`src/rtl/cinh_pkg.sv`:
```
package cinh_pkg;
    localparam logic [2:0] MODE_U  = 3'b000;
    localparam logic [2:0] MODE_S  = 3'b001;
    localparam logic [2:0] MODE_M  = 3'b011;
    localparam logic [2:0] MODE_VU = 3'b100;
    localparam logic [2:0] MODE_VS = 3'b101;

    typedef enum logic [1:0] {
        EXC_NONE    = 2'b00,
        EXC_ILLEGAL = 2'b01,
        EXC_VIRTUAL = 2'b10
    } exc_kind_e;
endpackage

```
`src/rtl/cinh_access_check.sv`:
```
module cinh_access_check
    import cinh_pkg::*;
(
    input  logic [2:0] mode_i,
    input  logic       deleg_en_i,
    input  logic       s_acc_i,
    output exc_kind_e  exc_o
);
    always_comb begin
        exc_o = EXC_NONE;
        if (s_acc_i) begin
            if (!deleg_en_i) begin
                exc_o = EXC_ILLEGAL;
            end else begin
                unique case (mode_i)
                    MODE_M, MODE_S:   exc_o = EXC_NONE;
                    MODE_VS, MODE_VU: exc_o = EXC_VIRTUAL;
                    default:          exc_o = EXC_ILLEGAL;
                endcase
            end
        end
    end
endmodule

```
`src/rtl/cinh_mask.sv`:
```
module cinh_mask #(
    parameter int unsigned            NCNT = 32,
    parameter logic [NCNT-1:0]        LIVE = '1
) (
    input  logic [NCNT-1:0] cnt_en_i,
    input  logic [NCNT-1:0] inh_i,
    output logic [NCNT-1:0] s_wmask_o,
    output logic [NCNT-1:0] s_view_o
);
    for (genvar i = 0; i < NCNT; i++) begin : g_bit
        if (LIVE[i]) begin : g_live
            assign s_wmask_o[i] = cnt_en_i[i];
            assign s_view_o[i]  = cnt_en_i[i] & inh_i[i];
        end else begin : g_dead
            assign s_wmask_o[i] = 1'b0;
            assign s_view_o[i]  = 1'b0;
        end
    end
endmodule

```
`src/rtl/cnt_inhibit_alias.sv`:
```
module cnt_inhibit_alias
    import cinh_pkg::*;
#(
    parameter int unsigned     NCNT      = 32,
    parameter logic [NCNT-1:0] IMPL_MASK = '1
) (
    input  logic            clk,
    input  logic            rst_n,
    input  logic [2:0]      mode_i,
    input  logic            deleg_en_i,
    input  logic [NCNT-1:0] cnt_en_i,
    input  logic            m_rd_i,
    input  logic            m_wr_i,
    input  logic            s_rd_i,
    input  logic            s_wr_i,
    input  logic [NCNT-1:0] wdata_i,
    output logic [NCNT-1:0] rdata_o,
    output logic [1:0]      exc_o,
    output logic [NCNT-1:0] inhibit_o
);
    localparam logic [NCNT-1:0] TIMER_ONEHOT = NCNT'(2);
    localparam logic [NCNT-1:0] LIVE         = IMPL_MASK & ~TIMER_ONEHOT;

    typedef struct packed {
        logic [NCNT-1:0] inh;
    } state_t;

    state_t          state_d, state_q;
    exc_kind_e       exc;
    logic [NCNT-1:0] s_wmask, s_view;
    logic            s_ok;

    cinh_access_check i_check (
        .mode_i     (mode_i),
        .deleg_en_i (deleg_en_i),
        .s_acc_i    (s_rd_i | s_wr_i),
        .exc_o      (exc)
    );

    cinh_mask #(.NCNT(NCNT), .LIVE(LIVE)) i_mask (
        .cnt_en_i  (cnt_en_i),
        .inh_i     (state_q.inh),
        .s_wmask_o (s_wmask),
        .s_view_o  (s_view)
    );

    assign s_ok = (exc == EXC_NONE);

    always_comb begin
        state_d = state_q;
        rdata_o = '0;
        if (m_wr_i) begin
            state_d.inh = wdata_i & LIVE;
        end else if (s_wr_i && s_ok) begin
            state_d.inh = (state_q.inh & ~s_wmask) | (wdata_i & s_wmask);
        end
        if (m_rd_i) begin
            rdata_o = state_q.inh;
        end else if (s_rd_i && s_ok) begin
            rdata_o = s_view;
        end
    end

    always_ff @(posedge clk or negedge rst_n) begin
        if (!rst_n) state_q <= '0;
        else        state_q <= state_d;
    end

    assign inhibit_o = state_q.inh;
    assign exc_o     = exc;

    p_timer_zero_r9: assert property (@(posedge clk) disable iff (!rst_n)
        inhibit_o[1] == 1'b0);

    p_cde_off_r5: assert property (@(posedge clk) disable iff (!rst_n)
        ((s_rd_i || s_wr_i) && !deleg_en_i) |-> exc_o == 2'b01);

    p_guest_virt_r6: assert property (@(posedge clk) disable iff (!rst_n)
        ((s_rd_i || s_wr_i) && deleg_en_i &&
         (mode_i == MODE_VS || mode_i == MODE_VU)) |-> exc_o == 2'b10);

    p_refused_hold_r8: assert property (@(posedge clk) disable iff (!rst_n)
        (s_wr_i && !m_wr_i && exc_o != 2'b00) |=> $stable(inhibit_o));

    p_undeleg_hold_r4: assert property (@(posedge clk) disable iff (!rst_n)
        (s_wr_i && !m_wr_i) |=>
        ((inhibit_o ^ $past(inhibit_o)) & ~$past(cnt_en_i)) == '0);

    p_sread_masked_r3: assert property (@(posedge clk) disable iff (!rst_n)
        (s_rd_i && !m_rd_i) |-> (rdata_o & ~cnt_en_i) == '0);
endmodule

```
`config.mk`:
```
export PLATFORM = sky130hd
export DESIGN_NAME = cnt_inhibit_alias
export DESIGN_NICKNAME = d
export VERILOG_FILES = /design/src/rtl/cinh_pkg.sv /design/src/rtl/cinh_access_check.sv /design/src/rtl/cinh_mask.sv /design/src/rtl/cnt_inhibit_alias.sv
export SDC_FILE = /design/constraint.sdc
export NUM_CORES = 1
export LEC_CHECK = 0
export ABC_AREA = 1
export BUFFER_PORTS_ARGS = -buffer_cell sky130_fd_sc_hd__buf_2
export CAP_MARGIN = 40
export CORE_MARGIN = 10
export CORE_UTILIZATION = 48
export DETAILED_ROUTE_END_ITERATION = 8
export GPL_TIMING_DRIVEN = 0
export PLACE_DENSITY = 0.93
export SYNTH_ARGS = -nofsm -noshare
export SYNTH_HDL_FRONTEND = slang
export SYNTH_SLANG_ARGS = --single-unit
```
`constraint.sdc`:
```
create_clock -name clk -period 2.8 [get_ports clk]
set_clock_uncertainty 0.2 [all_clocks]
set_input_delay 0.28 -clock clk [delete_from_list [all_inputs] [get_ports clk]]
set_output_delay 0.28 -clock clk [all_outputs]
set_load 0.05 [all_outputs]
```
==> flow_summary.yaml <==
run_status:
  status: "complete, no violations"
floorplanning:
  die_y_um: 91.7
  io_pins: 140
  coreArea_sq_um: 5040
  num_rows: 26
  initial_core_util_pct: 48.9
  dieWidth_um: 91.7
  die_area_sq_um: 8410
placed_design:
  post_dp_cell_area_sq_um: 3230
  place_hpwl_mm: 6.86
  place_congestion: 0.851
  pre_cts_ws_ps: 920
  numPortBuffers: 134
pwr:
  p_leak_nw: 1.78
  peakVddDrop_mv: 0.258
  powerDensity_nw_per_um2: 500
  p_total_w: 0.00167
clock_tree:
  cts_resized: 0
  cts_hold_buffers: 1
  clock_sinks: 31
  post_cts_buffers: 0
  h-tree-depth: 2
  cts_tree: "yes"
  cts_buffers: 5
  clockRootBuffer: "clkbuf_8"
  cts_max_path_buffers: 2
  cts.reportedPaths.clkPinSlew_ps: 70
  clk_latency_ps: 290
detailed_routing:
  post-route-drc-count: 0
  wl_per_cell_um: 16.9
  drt.antenna.violating_nets: 0
  first_pass_iters: 4
  drt-initial-drc-count: 182
  vias: 2884
  drt_wl_total_mm: 9.03
  post_drt_via_cell_ratio: 5.41
timing:
  fin_ws_ps: 875
  fmax_mhz: 520
  relSlewSlack_pct: 51.2
  worst_slew_pin_slew_ps: 731
  fin_crit_ps: 1920
  final_hold_viol_count: 0
  final_max_slew_viol_count: 0
  fin_tns_setup_ps: 0
  rsz0062_at_grt: "false"
  setup_viol: 0
  fin_crit_sh_pct: 68.7
final_layout:
  largest_reg_flops: 31
  layout.nets: 536
  final_area_sq_um: 3340
  n_antenna_cell: 0
  fillers: 432
  drive_gt1_share_pct: 41.5
  area_growth_pct: 35.3
worst_setup_path:
  path_cells: "buf_2, buf_1, nand3_1, a21boi_1, buf_2"
  cpPeakStageDelay_ps: 420
  startpoint_type: "primary input"
  required_ps: 2320
  crit_buf_inv: 3
  endpoint_kind: "output pin"
  cpMaxStageDelayCell: "buf_1"
  cp.arrival_ps: 1440
  crit_family: "buffers and inverters"
  crit_type: "primary input to output pin"
  cp_max_fo: 10
  cpMostUsedCell: "buf_2"
synthesis:
  yosysWarnings: 0
  syn_area_sq_um: 2470
  synth.avg_cell_area_sq_um: 7.73
  yosysTopAreaCellShare_pct: 31.4
  yosys-top-cells-area: "dfrtp_1 (31%), nand2_1 (14%), nand3_1 (13%)"
  synthTopCellsByCount: "nand2_1 (93), nand3_1 (66), a21boi_1 (31), dfrtp_1 (31), o21a_1 (31)"
  synth_cell_types: 20
  synth-seq-cells: 31
  synth_ff_type: "dfrtp_1"
  ys_async_sr_fraction_pct: 100
  synth_cells: 319
  ys_seq_area_share_pct: 31.4
  synth_edf_count: 0
  yosysMostFrequentCell: "nand2_1"
  synth_top_area_cell: "dfrtp_1"
grt:
  grt_pass1_vias: 2982
  grt_pass1_wl_mm: 14.7
  grt_max_degree: 32
  grt-ovfl-total: 0
  antenna_found_initial: 0
  grt_usage_pct: 20.8
job:
  maxCapViolCount: 0
min_path:
  hp-class: "primary input to register"
## cell usage in the layout (no fill, tap or decap)
master         count
a21boi_1          31
buf_8              1
nand2_8            1
clkbuf_1          10
a31oi_1            1
inv_2              3
nand3_1           66
buf_12             2
buf_2            142
clkbuf_8           7
nand2_1           93
inv_1              3
nand3_2           29
buf_4              3
conb_1             2
buf_6              3
nor2_1             1
dfrtp_1           31
dlygate4sd3_1      1
nand2_4            1
o21a_1            31
buf_1              1
## worst paths after layout
path / from / end / slack [ps] / cells past startpoint
max: s_rd_i / rdata_o[14] / 880 / 5
max in group asynchronous: rst_n / inhibit_o[23]$_DFFE_PN0P_ / 1550 / 2
min: wdata_i[13] / inhibit_o[13]$_DFFE_PN0P_ / 90 / 4
min reg2reg: inhibit_o[29]$_DFFE_PN0P_ / inhibit_o[29]$_DFFE_PN0P_ / 330 / 2
min in group asynchronous: rst_n / inhibit_o[10]$_DFFE_PN0P_ / 370 / 2
max reg2reg: inhibit_o[3]$_DFFE_PN0P_ / inhibit_o[3]$_DFFE_PN0P_ / 1910 / 2
## cell families (layout without fill, tap and decap cells)
group / after synthesis / in the layout / share of synthesized area [%]
simple gates: 191 / 191 / 40.7
compound gates: 63 / 63 / 19.1
buf+inv: 33 / 176 / 8.57
flops: 31 / 31 / 31.4
other cells: 1 / 2 / 0.152
## worst min-delay path: stages
cell     delay [ps]
buf_2            80
o21a_1          100
nand2_1          50
nand2_1          50
## routing by layer
layer  track usage, %  share of wire, %
met1             23.8                39
met2             37.0                52
met3             5.30               7.1
met4             6.56               1.7
met5                0                 0
## area by class of cell
cell class,count,area (sq um),share of cell area [%]
Sequential cell,31,776,23.2
Tap cell,70,87.6,2.62
Clock buffer,8,100,3.00
Buffer,27,189,5.66
Timing Repair Buffer,135,681,20.4
Inverter,6,22.5,0.674
Multi-Input combinational cell,256,1480,44.4
## power by group
part / switching (W) / internal (W)
registers: 0.0000376 / 0.000495
logic: 0.000532 / 0.000206
clock network: 0.000174 / 0.000224
total: 0.000744 / 0.000925
## per-stage QoR
step	cells	hold WS (ps)	util, %
detailed placement	524	187	64.0
global placement	524	160	64.0
floorplan	320	-216	-
global route	533	97.8	66.2
CTS	533	88.2	66.2
finish	533	88.3	66.2
No activity file was read; power rests on OpenSTA's default activity.
